File: src/rtl/stepdiv_pwm_pkg.sv
package stepdiv_pwm_pkg;

   localparam int WORD_W  = 32;
   localparam int FIELD_W = 16;
   localparam int SEL_LSB = 4;

   typedef struct packed {
      logic [FIELD_W-1:0] duty;
      logic [FIELD_W-1:0] tbase;
   } chan_cfg_t;

   typedef enum logic [1:0] {
      PS_DIV1   = 2'd0,
      PS_DIVA   = 2'd1,
      PS_DIVB   = 2'd2,
      PS_DIVAB  = 2'd3
   } psel_e;

endpackage

File: src/rtl/stepdiv_pwm_regfile.sv
module stepdiv_pwm_regfile
   import stepdiv_pwm_pkg::*;
#(
   parameter int NUM_CH = 4,
   parameter int ADDR_W = 5,
   localparam int IDX_W = ADDR_W - 2,
   localparam int SEL_W = 2 * NUM_CH
) (
   input  logic                     clk,
   input  logic                     rst_n,
   input  logic                     wr_en,
   input  logic [ADDR_W-1:0]        addr,
   input  logic [WORD_W-1:0]        wdata,
   output logic [WORD_W-1:0]        rdata,
   output logic [NUM_CH-1:0]        en_o,
   output logic [SEL_W-1:0]         sel_o,
   output chan_cfg_t [NUM_CH-1:0]   cfg_o
);

   logic [IDX_W-1:0]       widx;
   logic                   unused_byte_lanes;
   logic [NUM_CH-1:0]      en_q;
   logic [SEL_W-1:0]       sel_q;
   chan_cfg_t [NUM_CH-1:0] cfg_q;

   assign widx              = addr[ADDR_W-1:2];
   assign unused_byte_lanes = ^addr[1:0];

   always_ff @(posedge clk or negedge rst_n) begin
      if (!rst_n) begin
         en_q  <= '0;
         sel_q <= '0;
         cfg_q <= '0;
      end else if (wr_en) begin
         if (widx == '0) begin
            en_q  <= wdata[NUM_CH-1:0];
            sel_q <= wdata[SEL_LSB +: SEL_W];
         end
         for (int n = 0; n < NUM_CH; n++) begin
            if (widx == IDX_W'(n + 1)) cfg_q[n] <= chan_cfg_t'(wdata);
         end
      end
   end

   always_comb begin
      rdata = '0;
      if (widx == '0) begin
         rdata[NUM_CH-1:0]         = en_q;
         rdata[SEL_LSB +: SEL_W]   = sel_q;
      end
      for (int n = 0; n < NUM_CH; n++) begin
         if (widx == IDX_W'(n + 1)) rdata = cfg_q[n];
      end
   end

   assign en_o  = en_q;
   assign sel_o = sel_q;
   assign cfg_o = cfg_q;

endmodule

File: src/rtl/stepdiv_pwm_divstage.sv
module stepdiv_pwm_divstage #(
   parameter int DIV = 8,
   localparam int CW = (DIV > 1) ? $clog2(DIV) : 1
) (
   input  logic clk,
   input  logic rst_n,
   input  logic clr,
   input  logic bypass,
   input  logic tick_in,
   output logic tick_out
);

   generate
      if (DIV > 1) begin : g_count
         logic [CW-1:0] cnt_q;
         logic          last;

         assign last = (cnt_q == CW'(DIV - 1));

         always_ff @(posedge clk or negedge rst_n) begin
            if (!rst_n)                cnt_q <= '0;
            else if (clr || bypass)    cnt_q <= '0;
            else if (tick_in)          cnt_q <= last ? '0 : cnt_q + CW'(1);
         end

         assign tick_out = bypass ? tick_in : (tick_in && last);
      end else begin : g_wire
         logic unused_stage;
         assign unused_stage = clk ^ rst_n ^ clr ^ bypass;
         assign tick_out     = tick_in;
      end
   endgenerate

endmodule

File: src/rtl/stepdiv_pwm_chan.sv
module stepdiv_pwm_chan
   import stepdiv_pwm_pkg::*;
#(
   parameter int CNT_W = 16,
   parameter int DIV_A = 8,
   parameter int DIV_B = 64
) (
   input  logic             clk,
   input  logic             rst_n,
   input  logic             en,
   input  logic [1:0]       sel,
   input  logic [CNT_W-1:0] cfg_tbase,
   input  logic [CNT_W-1:0] cfg_duty,
   output logic             pwm
);

   logic             running_q;
   logic [CNT_W-1:0] cnt_q;
   logic [CNT_W-1:0] tb_q;
   logic [CNT_W-1:0] duty_q;
   logic             tick_a;
   logic             step;
   logic             wrap;
   psel_e            mode;

   assign mode = psel_e'(sel);

   stepdiv_pwm_divstage #(.DIV(DIV_A)) u_div_a (
      .clk      (clk),
      .rst_n    (rst_n),
      .clr      (!running_q),
      .bypass   (!(mode == PS_DIVA || mode == PS_DIVAB)),
      .tick_in  (1'b1),
      .tick_out (tick_a)
   );

   stepdiv_pwm_divstage #(.DIV(DIV_B)) u_div_b (
      .clk      (clk),
      .rst_n    (rst_n),
      .clr      (!running_q),
      .bypass   (!(mode == PS_DIVB || mode == PS_DIVAB)),
      .tick_in  (tick_a),
      .tick_out (step)
   );

   assign wrap = (tb_q == '0) || (cnt_q == tb_q - CNT_W'(1));

   always_ff @(posedge clk or negedge rst_n) begin
      if (!rst_n) begin
         running_q <= 1'b0;
         cnt_q     <= '0;
         tb_q      <= '0;
         duty_q    <= '0;
      end else if (!en) begin
         running_q <= 1'b0;
         cnt_q     <= '0;
      end else if (!running_q) begin
         running_q <= 1'b1;
         cnt_q     <= '0;
         tb_q      <= cfg_tbase;
         duty_q    <= cfg_duty;
      end else if (step) begin
         if (wrap) begin
            cnt_q  <= '0;
            tb_q   <= cfg_tbase;
            duty_q <= cfg_duty;
         end else begin
            cnt_q  <= cnt_q + CNT_W'(1);
         end
      end
   end

   assign pwm = en && running_q && (cnt_q < duty_q);

endmodule

File: src/rtl/stepdiv_pwm.sv
module stepdiv_pwm
   import stepdiv_pwm_pkg::*;
#(
   parameter int NUM_CH = 4,
   parameter int CNT_W  = 16,
   parameter int ADDR_W = 5,
   parameter int DIV_A  = 8,
   parameter int DIV_B  = 64
) (
   input  logic              clk,
   input  logic              rst_n,
   input  logic              bus_we,
   input  logic [ADDR_W-1:0] bus_addr,
   input  logic [31:0]       bus_wdata,
   output logic [31:0]       bus_rdata,
   output logic [NUM_CH-1:0] pwm_out
);

   localparam int SEL_W = 2 * NUM_CH;

   generate
      if (NUM_CH < 1 || NUM_CH > 4) begin : g_bad_ch
         $error("stepdiv_pwm: NUM_CH must lie in 1..4");
      end
      if (CNT_W < 1 || CNT_W > FIELD_W) begin : g_bad_cnt
         $error("stepdiv_pwm: CNT_W must lie in 1..FIELD_W");
      end
      if ((NUM_CH + 1) > (1 << (ADDR_W - 2))) begin : g_bad_addr
         $error("stepdiv_pwm: ADDR_W too small for the register count");
      end
      if (DIV_A < 1 || DIV_B < 1) begin : g_bad_div
         $error("stepdiv_pwm: divider ratios must be positive");
      end
   endgenerate

   logic [NUM_CH-1:0]      ctrl_en;
   logic [SEL_W-1:0]       ctrl_sel;
   chan_cfg_t [NUM_CH-1:0] ch_cfg;

   stepdiv_pwm_regfile #(
      .NUM_CH (NUM_CH),
      .ADDR_W (ADDR_W)
   ) u_regs (
      .clk   (clk),
      .rst_n (rst_n),
      .wr_en (bus_we),
      .addr  (bus_addr),
      .wdata (bus_wdata),
      .rdata (bus_rdata),
      .en_o  (ctrl_en),
      .sel_o (ctrl_sel),
      .cfg_o (ch_cfg)
   );

   generate
      for (genvar n = 0; n < NUM_CH; n++) begin : g_ch
         stepdiv_pwm_chan #(
            .CNT_W (CNT_W),
            .DIV_A (DIV_A),
            .DIV_B (DIV_B)
         ) u_chan (
            .clk       (clk),
            .rst_n     (rst_n),
            .en        (ctrl_en[n]),
            .sel       (ctrl_sel[2*n +: 2]),
            .cfg_tbase (ch_cfg[n].tbase[CNT_W-1:0]),
            .cfg_duty  (ch_cfg[n].duty[CNT_W-1:0]),
            .pwm       (pwm_out[n])
         );
      end
   endgenerate

endmodule


File: config.mk
export PLATFORM = sky130hd
export DESIGN_NAME = stepdiv_pwm
export DESIGN_NICKNAME = d
export VERILOG_FILES = /design/src/rtl/stepdiv_pwm_pkg.sv /design/src/rtl/stepdiv_pwm_regfile.sv /design/src/rtl/stepdiv_pwm_divstage.sv /design/src/rtl/stepdiv_pwm_chan.sv /design/src/rtl/stepdiv_pwm.sv
export SDC_FILE = /design/constraint.sdc
export NUM_CORES = 1
export LEC_CHECK = 0
export BUFFER_PORTS_ARGS = -buffer_cell sky130_fd_sc_hd__buf_2
export CORE_MARGIN = 2
export CORE_UTILIZATION = 50
export CTS_CLUSTER_SIZE = 28
export DETAILED_ROUTE_END_ITERATION = 7
export PLACE_DENSITY_LB_ADDON = 0.1
export RECOVER_POWER = 100
export SYNTH_ARGS = -nofsm -noshare
export SYNTH_HDL_FRONTEND = slang
export SYNTH_SLANG_ARGS = --single-unit
File: constraint.sdc
create_clock -name clk -period 3.36 [get_ports clk]
set_input_delay 0.672 -clock clk [delete_from_list [all_inputs] [get_ports clk]]
set_output_delay 0.672 -clock clk [all_outputs]
set_load 0.005 [all_outputs]
==> summary.txt, run 1 <==
Place
  • DP HPWL: 40800 µm
  • Port bufs: 73
  • Worst slack, placed: 0.108 ns
  • Final Wtd Congestion: 0.963

Pwr
  • P_leak: 10.3 nW
  • Clock network fraction of design power: 28.3%
  • Flop pwr share: 41.0%
  • Switching Share: 34.0%
  • Comb pwr share: 30.7%
  • Net Sw Power: 0.00584 W
  • Power Total: 0.0172 W
  • VDD IR max: 0.422 mV
  • Pwr dens: 743 mW/mm²
  • Cell internal pwr: 0.0113 W

Final layout
  • Commonest non-fill, non-tap cell in the layout: dfrtp_1
  • Layout cells sized above 1: 22.1%
  • Fillers: 3576
  • Area delta synth->final: 11.5%
  • Most frequent cells in the layout: dfrtp_1 (371), mux2_2 (193), nor2_1 (112)
  • Final #Nets: 2096

Clocking
  • Clk sinks: 372
  • Setup Buffers After CTS: 0
  • CTS Root Cell: clkbuf_16
  • Maximum root-to-sink buffer count: 3
  • H-tree level count: 2
  • CTS Hold Bufs: 0
  • CTS tree: built
  • TritonCTS Buffers: 42
  • Clock transition at the registers of the reported paths: 0.06 ns
  • Worst-skew pair later-pin latency: 0.57 ns

Timing
  • Hold violation total from the final report: 0
  • Worst Tran Pin Value: 2.24 ns
  • Max Slew Vio Count: 85
  • Worst Skew: 0.0156 ns
  • Setup WS post-layout: 0.0895 ns
  • Tcrit/Tclk final: 97.3%
  • Max transition margin: -49.6%
  • Setup Total Neg Slack: 0 ns
  • Max Fclk: 306 MHz
  • Final Setup Violations: 0
  • Unrepaired setup endpoints after global routing: false
  • Crit path time final: 3.27 ns

Synthesis
  • Post-synthesis sequential area ratio: 44.9%
  • Yosys warns: 0
  • Largest family of logic cells by synthesized area: multiplexers
  • Post-synthesis mux area share: 17.5%
  • Syn_nets: 2009
  • Netlist cell types: 81
  • Avg Inst Size Synth: 11.0 µm²
  • Async SR Flop Fraction: 100%
  • Most used DFF post-synth: dfrtp_1
  • Simple-Gate Fraction of Synth Area: 13.8%
  • Adder-cell share of the synthesized area: 5.07%
  • Synth area leader: dfrtp_1
  • Xor/xnor share of the synthesized area: 5.28%
  • Syn Std Cell Area: 0.0207 mm²
  • Area share of the largest cell type after synthesis: 44.9%
  • Gate count of the mapped netlist: 1885
  • Top cells by area, synth: dfrtp_1 (45%), mux2_2 (10%), ha_1 (5.1%), mux2_4 (4.3%), xnor2_1 (2.9%)
  • #FFs+latches synth: 372
  • Compound-Gate Fraction of Synth Area: 9.24%
  • EDFF count, synth: 0

Detailed routing
  • Drt pass-1 iters: 5
  • Antenna Nets Post-Route: 0
  • Average wire per standard cell: 21.5 µm
  • Vias after detailed routing: 14784
  • DRC violations left: 0
  • Initial DRC Count: 950
  • Vias per cell: 5.83
  • Final wirelength: 54500 µm

Floorplan
  • Horiz. Die Dim: 208 µm
  • DIE AREA: 0.0431 mm²
  • IO Pins: 76
  • Core Region: 0.0409 mm²
  • Num rows: 74
  • Starting density of the core: 50.7%
  • Die Y: 208 µm

Critical path
  • Startpoint Class: register
  • Critical Setup Path Class: reg -> reg
  • Worst path bufs/invs: 1
  • Slowest cell on crit path: or4_4
  • Worst-path cell chain: or4_4, or3_4, a2111oi_4, nor3_2, nor4b_4, nand3_2, a31oi_4, buf_12, mux2_2
  • CP Max Fanout: 32
  • Setup crit end kind: register
  • Critical Path AT: 3.72 ns
  • Crit-path leading delay family: simple AND/OR/NAND/NOR gates
  • CP required: 3.81 ns
  • Slowest cell delay on critical path: 0.55 ns

GRT
  • First-pass GRT wire length: 85600 µm
  • Met1 Use GR: 33.5%
  • Global routing usage on met2: 43.6%
  • Gr busiest metal: met2
  • Overflow after GRT: 0
  • Vias in the first global route: 14651
  • Largest net degree at the start of global routing: 85
  • Met3 GRT Util: 3.57%
  • Initial antenna violation count: 2
  • All-Layer GR Usage: 25.3%

Job
  • Max_cap viols: 1

Run status
  • Status: complete, but fails checks
  • Failing checks: max-capacitance violations, max-slew violations

Min path
  • Worst Hold Class: in -> reg
==> path summary, 6_finish.rpt <==
| check | end | from | slack [ns] | cells past startpoint |
|---|---|---|---|---|
| max | g_ch[1].u_chan.duty_q[8]$_DFFE_PN0P_ | g_ch[1].u_chan.tb_q[0]$_DFFE_PN0P_ | 0.09 | 9 |
| min | u_regs.cfg_o[108]$_DFFE_PN0P_ | bus_wdata[12] | 0.41 | 2 |
| max reg2reg | g_ch[1].u_chan.duty_q[8]$_DFFE_PN0P_ | g_ch[1].u_chan.tb_q[0]$_DFFE_PN0P_ | 0.09 | 9 |
| min reg2reg | g_ch[3].u_chan.u_div_a.g_count.cnt_q[0]$_DFF_PN0_ | g_ch[3].u_chan.u_div_a.g_count.cnt_q[0]$_DFF_PN0_ | 0.43 | 1 |
| max in group asynchronous | u_regs.cfg_o[66]$_DFFE_PN0P_ | rst_n | 0.58 | 2 |
| min in group asynchronous | g_ch[2].u_chan.cnt_q[7]$_DFFE_PN0P_ | rst_n | 0.77 | 1 |
==> metal layers <==
layer | routed length [µm] | vias to the layer above
met5 | 0 | -
met4 | 1450 | 0
met3 | 1940 | 83
met2 | 27000 | 307
met1 | 24200 | 7376
li1 | - | 7018
==> logic make-up (layout without fill, tap and decap cells) <==
family                     count (synthesis)  count (layout)
xor gates and xnor gates                 125             125
adders and majority gates                 84              84
buffers and inverters                    183             301
muxes                                    307             307
DFF                                      372             372
other                                      0               3
AOI/OAI and AO/OA                        283             283
and+or+nand+nor                          531             531
==> sequential cells by signal (all words and copies together) (netlist names) <==
signal and count:
g_ch.u_chan.u_div_b.g_count.cnt_q 24, u_regs.sel_o 8, u_regs.cfg_o 128, g_ch.u_chan.tb_q 64
g_ch.u_chan.cnt_q 64, g_ch.u_chan.u_div_a.g_count.cnt_q 12, g_ch.u_chan.running_q 4, g_ch.u_chan.duty_q 64
u_regs.en_o 4
==> cell type report <==
class | instances | area (µm²) | share of cell area [%]
Tap cell | 532 | 666 | 2.88
Multi-Input combinational cell | 1330 | 10500 | 45.5
Antenna cell | 3 | 7.51 | 0.0325
Clock inverter | 15 | 209 | 0.904
Sequential cell | 372 | 9310 | 40.3
Timing Repair Buffer | 135 | 795 | 3.44
Inverter | 91 | 342 | 1.48
Clock buffer | 60 | 1260 | 5.46
==> through the flow <==
step                std cells  area (µm²)  hold slack, ns  util, %
finish                   2538       23100           0.408     56.5
detailed placement       2460       21800           0.424     53.4
global placement         2460       21800           0.421     53.4
CTS                      2535       23300           0.141     57.0
global route             2536       23100           0.392     56.5
floorplan                1885       20700           0.376        -
==> power by group through the flow <==
stage	Sequential, W	Combinational, W	Clock [W]
4_1_cts	0.00705	0.00538	0.00498
3_3_place_gp	0.00709	0.00524	0
2_1_floorplan	0.00647	0.00426	0
5_1_grt	0.00722	0.00581	0.00514
3_5_place_dp	0.00713	0.00535	0
6_report	0.00704	0.00527	0.00486
==> cells in the mapped netlist, drive strengths merged (5+ instances only) <==
library cell	number
nand2	95
a22oi	33
inv	91
nor2	113
o21ai	64
and3	30
or4	14
mux2	269
o21a	5
nor3b	12
a31oi	6
nand3	48
or3b	6
nand4	47
nor2b	28
or2	6
mux2i	38
or3	8
a21oi	48
nor4b	6
xor2	56
a21o	10
o211ai	18
nor3	52
dfrtp	372
nor4	25
o22ai	36
and4	8
xnor2	69
ha	84
o31ai	14
a211oi	13
and2	7
buf	36
clkbuf	55
nand2b	12
==> timing repair <==
action	CTS	global route
endpoints found under the setup margin	0	40
gates resized for setup	0	7
endpoints found under the hold margin	0	0
Power figures use the tool's default switching activity.
==> inputs of run 2 (changes only) <==
Settings changed: ABC_AREA set to 1.
==> summary.txt, run 2 <==
Critical path
  • CP required: 2.69 ns (-1.12 ns)
  • Worst setup path start: bus_addr[4]
  • Crit-path leading delay family: simple AND/OR/NAND/NOR gates
  • CP Max Fanout: 13 (-59%)
  • Slowest cell on crit path: clkbuf_1
  • Setup crit end kind: primary output
  • Critical Path AT: 2.45 ns (-1.27 ns)
  • Worst R2R Start: g_ch[3].u_chan.tb_q[0]$_DFFE_PN0P_
  • Slowest cell delay on critical path: 0.53 ns (-0.02 ns)
  • Critical Setup Path Class: in -> out
  • Worst path bufs/invs: 4 (+3)
  • Startpoint Class: primary input
  • Worst-path cell chain: clkbuf_1, inv_1, nand2_1, nor2_1, clkbuf_1, nand2_1, nand4_1, buf_2

Synthesis
  • #FFs+latches synth: 372 (unchanged)
  • Top-count cell post-synth: nand2_1
  • Top cells by area, synth: dfrtp_1 (44%), nand2_1 (16%), inv_1 (5.2%), ha_1 (5.0%), o21ai_0 (4.6%)
  • Most used DFF post-synth: dfrtp_1
  • Area share of the largest cell type after synthesis: 43.9% (-0.97 points)
  • Gate count of the mapped netlist: 2779 (+47%)
  • Ranking of synthesized cells by instance count: nand2_1 (876), dfrtp_1 (372), inv_1 (292), nor2_1 (239), o21ai_0 (193)
  • Syn_nets: 2903 (+44%)
  • Post-synthesis sequential area ratio: 43.9% (-0.97 points)
  • Async SR Flop Fraction: 100% (unchanged)
  • EDFF count, synth: 0 (unchanged)
  • Yosys warns: 0 (unchanged)
  • Avg Inst Size Synth: 7.63 µm² (-31%)
  • Syn Std Cell Area: 0.0212 mm² (+2.2%)
  • Synth area leader: dfrtp_1
  • Netlist cell types: 42 (-48%)

Clocking
  • Setup Buffers After CTS: 0 (unchanged)
  • TritonCTS Buffers: 42 (unchanged)
  • CTS Hold Bufs: 0 (unchanged)
  • CTS Root Cell: clkbuf_16
  • H-tree level count: 2 (unchanged)
  • CTS tree: built
  • Worst-skew pair later-pin latency: 0.55 ns (-0.02 ns)
  • Maximum root-to-sink buffer count: 3 (unchanged)
  • Clk sinks: 372 (unchanged)
  • Clock transition at the registers of the reported paths: 0.06 ns (about the same)
  • Post-CTS sizing: 0 (unchanged)

Pwr
  • Flop pwr share: 38.2% (-2.8 points)
  • Pwr dens: 773 mW/mm² (+4.1%)
  • Net Sw Power: 0.00727 W (+24%)
  • Clock network fraction of design power: 26.7% (-1.6 points)
  • Switching Share: 40.3% (+6.3 points)
  • VDD IR max: 0.470 mV (+12%)
  • P_leak: 11.7 nW (+14%)
  • Comb pwr share: 35.1% (+4.4 points)
  • Cell internal pwr: 0.0108 W (-4.9%)

Floorplan
  • Die Y: 210 µm (+1.1%)
  • DIE AREA: 0.0440 mm² (+2.2%)
  • IO Pins: 76 (unchanged)
  • Horiz. Die Dim: 210 µm (+1.1%)
  • Starting density of the core: 50.6% (about the same)
  • Num rows: 75 (+1.4%)
  • Core Region: 0.0419 mm² (+2.3%)

Detailed routing
  • Average wire per standard cell: 17.6 µm (-18%)
  • Drt pass-1 iters: 8 (+3)
  • DRC violations left: 0 (unchanged)
  • Antenna Nets Post-Route: 0 (unchanged)
  • Initial DRC Count: 1418 (+49%)
  • Vias per cell: 5.49 (-5.8%)
  • Final wirelength: 59900 µm (+9.9%)
  • Vias after detailed routing: 18650 (+26%)

Final layout
  • Area delta synth->final: 10.1%
  • Commonest non-fill, non-tap cell in the layout: nand2_1
  • Final #Nets: 2950 (+41%)
  • Register area: 0.00931 mm² (about the same)
  • Most frequent cells in the layout: nand2_1 (878), dfrtp_1 (372), inv_1 (292)
  • Layout cells sized above 1: 6.12% (-16 points)
  • Largest register FFs: 128 (unchanged)
  • Footprint of the multi-input gates: 0.0102 mm² (-3.2%)
  • Fillers: 3972 (+11%)
  • Ant diodes: 0 (-3)

Run status
  • Failing checks: max-capacitance violations, max-slew violations
  • Status: complete, but fails checks

Timing
  • Max Slew Vio Count: 154 (+81%)
  • Final Setup Violations: 0 (unchanged)
  • Setup Total Neg Slack: 0 ns (unchanged)
  • Crit path time final: 3.13 ns (-0.144 ns)
  • Max Fclk: 320 MHz (+4.6%)
  • Worst Skew: 0.0114 ns (-0.00428 ns)
  • Hold violation total from the final report: 0 (unchanged)
  • Worst Tran Pin Value: 2.35 ns (+0.105 ns)
  • Setup WS post-layout: 0.234 ns (+0.144 ns)
  • Tcrit/Tclk final: 93.0% (-4.3 points)
  • Unrepaired setup endpoints after global routing: false
  • Max transition margin: -56.6% (-7.0 points)

Min path
  • Worst hold start: g_ch[3].u_chan.u_div_a.g_count.cnt_q[0]$_DFF_PN0_
  • Worst Hold Class: reg -> reg

Place
  • DP HPWL: 45300 µm (+11%)
  • Port bufs: 73 (unchanged)
  • Final Wtd Congestion: 0.937 (-2.7%)
  • Worst slack, placed: 0.577 ns (+0.469 ns)

GRT
  • Vias in the first global route: 18211 (+24%)
  • Initial antenna violation count: 0 (-2)
  • All-Layer GR Usage: 27.8% (+2.5 points)
  • Overflow after GRT: 0 (unchanged)
  • Largest net degree at the start of global routing: 88 (+3.5%)
  • First-pass GRT wire length: 96400 µm (+13%)

Job
  • Max_cap viols: 3 (+2)
run 2: changes by cell type in the layout (fill, tap and decap cells not counted), moves of 91 or more:
cell     before  now
nand3_1      47  138
mux2_2      193    0
nand4_1      47  151
nor2_1      112  242
o21ai_0      61  193
nand2_1      94  878
inv_1        91  292
run 2: area by class of cell:
class                      instances  area share, %
multi-input combinational       2007           43.7
inverter                         296           4.76
clock buffer                      62           5.44
clock inverter                    15          0.788
timing repair buffer             107           2.56
sequential                       372           39.9
tap                              539           2.89
run 2: power by group through the flow:
stage	registers (W)	clock network [W]	logic, W
5_1_grt	0.00705	0.00507	0.00740
3_5_place_dp	0.00693	0	0.00638
4_1_cts	0.00688	0.00491	0.00642
3_3_place_gp	0.00692	0	0.00622
2_1_floorplan	0.00639	0	0.00513
6_report	0.00689	0.00482	0.00633
run 2: per-layer routing:
layer / vias to the layer above / wire length (µm) / track usage, %
li1: 9144 / - / -
met1: 8872 / 27300 / 38.8
met2: 539 / 27000 / 44.1
met3: 95 / 3810 / 4.44
met4: 0 / 1800 / 9.64
met5: - / 0 / 0
run 2: final timing paths:
kind | to | slack [ns] | depth (start not counted)
setup / recovery | bus_rdata[31] | 0.23 | 8
hold / removal | g_ch[3].u_chan.u_div_a.g_count.cnt_q[0]$_DFF_PN0_ | 0.44 | 1
setup reg to reg | g_ch[3].u_chan.tb_q[8]$_DFFE_PN0P_ | 0.43 | 15
hold reg to reg | g_ch[3].u_chan.u_div_a.g_count.cnt_q[0]$_DFF_PN0_ | 0.44 | 1
max in group asynchronous | g_ch[0].u_chan.cnt_q[13]$_DFFE_PN0P_ | 0.83 | 2
min in group asynchronous | g_ch[3].u_chan.cnt_q[9]$_DFFE_PN0P_ | 0.81 | 1
run 2: kinds of logic after synthesis:
family / count (synthesis) / share of synthesized area, %
AND/OR/NAND/NOR: 1506 / 30.9
adder cells (fa/ha/maj): 84 / 4.96
flip-flops: 372 / 43.9
XOR/XNOR: 114 / 4.71
buffers and inverters: 400 / 7.82
AO/OA/AOI/OAI: 303 / 7.68
run 2: through the flow:
stage | instance area (µm²) | hold slack, ns | instances | util [%] | power [W]
floorplan | 21200 | 0.349 | 2779 | - | 0.0115
global placement | 22000 | 0.424 | 3321 | 52.6 | 0.0131
detailed placement | 22000 | 0.434 | 3321 | 52.6 | 0.0133
CTS | 23500 | 0.142 | 3398 | 56.1 | 0.0182
global route | 23300 | 0.459 | 3398 | 55.8 | 0.0195
finish | 23300 | 0.441 | 3398 | 55.8 | 0.0180
==> inputs of run 3 (changes only) <==
Settings changed: CAP_MARGIN set to 20, CELL_PAD_IN_SITES_DETAIL_PLACEMENT set to 1, CELL_PAD_IN_SITES_GLOBAL_PLACEMENT set to 1, CORE_UTILIZATION 50 to 47.
==> summary.txt, run 3 (same netlist as run 2, synthesis figures left out) <==
Run status
  • Status: complete, but fails checks
  • Failing checks: max-capacitance violations, max-slew violations

Floorplan
  • IO Pins: 76 (unchanged)
  • Starting density of the core: 47.8% (-2.8 points)
  • Die Y: 216 µm (+3.1%)
  • Horiz. Die Dim: 216 µm (+3.1%)
  • Core Region: 0.0443 mm² (+5.9%)
  • DIE AREA: 0.0468 mm² (+6.3%)
  • Num rows: 77 (+2.7%)

Final layout
  • Final #Nets: 2955 (+0.17%)
  • Most frequent cells in the layout: nand2_1 (879), dfrtp_1 (372), inv_1 (293)
  • Ant diodes: 0 (unchanged)
  • Area delta synth->final: 10.6%
  • Largest register FFs: 128 (unchanged)
  • Layout cells sized above 1: 5.84% (-0.28 points)
  • Commonest non-fill, non-tap cell in the layout: nand2_1
  • Final Instance Area: 0.0234 mm² (+0.48%)
  • Post-layout util: 52.9% (-2.8 points)

Clocking
  • Maximum root-to-sink buffer count: 3 (unchanged)
  • Setup Buffers After CTS: 0 (unchanged)
  • H-tree level count: 2 (unchanged)
  • CTS tree: built
  • CTS Hold Bufs: 0 (unchanged)
  • Clk sinks: 372 (unchanged)
  • Worst-skew pair later-pin latency: 0.58 ns (+0.03 ns)
  • Post-CTS sizing: 0 (unchanged)
  • Clock transition at the registers of the reported paths: 0.05 ns (about the same)
  • TritonCTS Buffers: 43 (+2.4%)
  • CTS Root Cell: clkbuf_16

Detailed routing
  • Vias per cell: 5.63 (+2.5%)
  • Final wirelength: 69100 µm (+15%)
  • Drt pass-1 iters: 5 (-3)
  • Vias after detailed routing: 19433 (+4.2%)
  • Antenna Nets Post-Route: 0 (unchanged)
  • DRC violations left: 0 (unchanged)
  • Average wire per standard cell: 20.0 µm (+13%)
  • Initial DRC Count: 1324 (-6.6%)

GRT
  • Largest net degree at the start of global routing: 87 (-1.1%)
  • Vias in the first global route: 20547 (+13%)
  • All-Layer GR Usage: 30.0% (+2.2 points)
  • Overflow after GRT: 0 (unchanged)
  • Initial antenna violation count: 0 (unchanged)
  • First-pass GRT wire length: 112000 µm (+16%)

Place
  • Worst slack, placed: 0.522 ns (-0.0549 ns)
  • DP HPWL: 51800 µm (+14%)
  • Port bufs: 73 (unchanged)
  • Final Wtd Congestion: 0.894 (-4.6%)
  • Dpl cell area: 0.0221 mm² (+0.49%)

Pwr
  • Pwr dens: 798 mW/mm² (+3.2%)
  • VDD IR max: 0.456 mV (-3.1%)
  • P_leak: 11.7 nW (about the same)

Critical path
  • Setup crit end kind: primary output
  • Critical Setup Path Class: in -> out
  • CP required: 2.69 ns (about the same)
  • CP Max Fanout: 33 (+20)
  • Startpoint Class: primary input
  • Critical Path AT: 2.61 ns (+0.16 ns)

Timing
  • Max transition margin: -47.6% (+9.0 points)
  • Unrepaired setup endpoints after global routing: false
  • Hold violation total from the final report: 0 (unchanged)
  • Setup Total Neg Slack: 0 ns (unchanged)
  • Crit path time final: 3.28 ns (+0.153 ns)
  • Hold slack final: 0.442 ns (+0.00125 ns)
  • Max Slew Vio Count: 156 (+1.3%)
  • Max Fclk: 305 MHz (-4.7%)
  • Worst Tran Pin Value: 2.21 ns (-0.136 ns)
  • Final Setup Violations: 0 (unchanged)
  • Worst Skew: 0.0140 ns (+0.00268 ns)
  • Tcrit/Tclk final: 97.6% (+4.5 points)
  • Setup WS post-layout: 0.0812 ns (-0.153 ns)

Job
  • Max_cap viols: 3 (unchanged)

Min path
  • Worst Hold Class: reg -> reg
[run 3: where the power goes]
part | leakage (nW) | switching, W | internal [W]
Clock | 0.753 | 0.00196 | 0.00318
Combinational | 6.10 | 0.00433 | 0.00225
Sequential | 4.85 | 0.00140 | 0.00559
[run 3: layout make-up]
type / instances / area, µm²
fillers: 5580 / 20900
multi-input cells: 2007 / 10200
flip-flops and latches: 372 / 9310
clock buffers: 61 / 1280
inverters: 296 / 1110
well taps: 592 / 741
repair buffers: 111 / 573
clock inverters: 14 / 258
[run 3: critical path, cell delays in order]
cell	delay [ns]
buf_2	0.12
inv_1	0.06
nor3_1	0.15
clkbuf_2	0.73
nand2_1	0.11
a31oi_1	0.52
clkbuf_2	0.21
[run 3: per-layer routing]
metal	track usage [%]	vias to the layer above	part of all wire, %
met5	0	-	0
met1	40.3	9781	45
met4	8.33	0	2.4
li1	-	9119	-
met3	3.49	101	4.5
met2	51.5	432	48
[run 3: stage by stage]
stage / power, W / instances
floorplan: 0.0115 / 2779
global placement: 0.0132 / 3378
detailed placement: 0.0136 / 3378
CTS: 0.0189 / 3453
global route: 0.0201 / 3453
finish: 0.0187 / 3453
[run 3: final timing paths]
| check | startpoint | end | slack, ns | depth (start not counted) |
|---|---|---|---|---|
| min in group asynchronous | rst_n | g_ch[3].u_chan.duty_q[10]$_DFFE_PN0P_ | 0.73 | 1 |
| max | bus_addr[2] | bus_rdata[3] | 0.08 | 7 |
| min | g_ch[1].u_chan.u_div_a.g_count.cnt_q[0]$_DFF_PN0_ | g_ch[1].u_chan.u_div_a.g_count.cnt_q[0]$_DFF_PN0_ | 0.44 | 1 |
| max reg2reg | g_ch[2].u_chan.tb_q[0]$_DFFE_PN0P_ | g_ch[2].u_chan.duty_q[7]$_DFFE_PN0P_ | 0.38 | 15 |
| max in group asynchronous | rst_n | g_ch[0].u_chan.tb_q[10]$_DFFE_PN0P_ | 0.64 | 2 |
| min reg2reg | g_ch[1].u_chan.u_div_a.g_count.cnt_q[0]$_DFF_PN0_ | g_ch[1].u_chan.u_div_a.g_count.cnt_q[0]$_DFF_PN0_ | 0.44 | 1 |
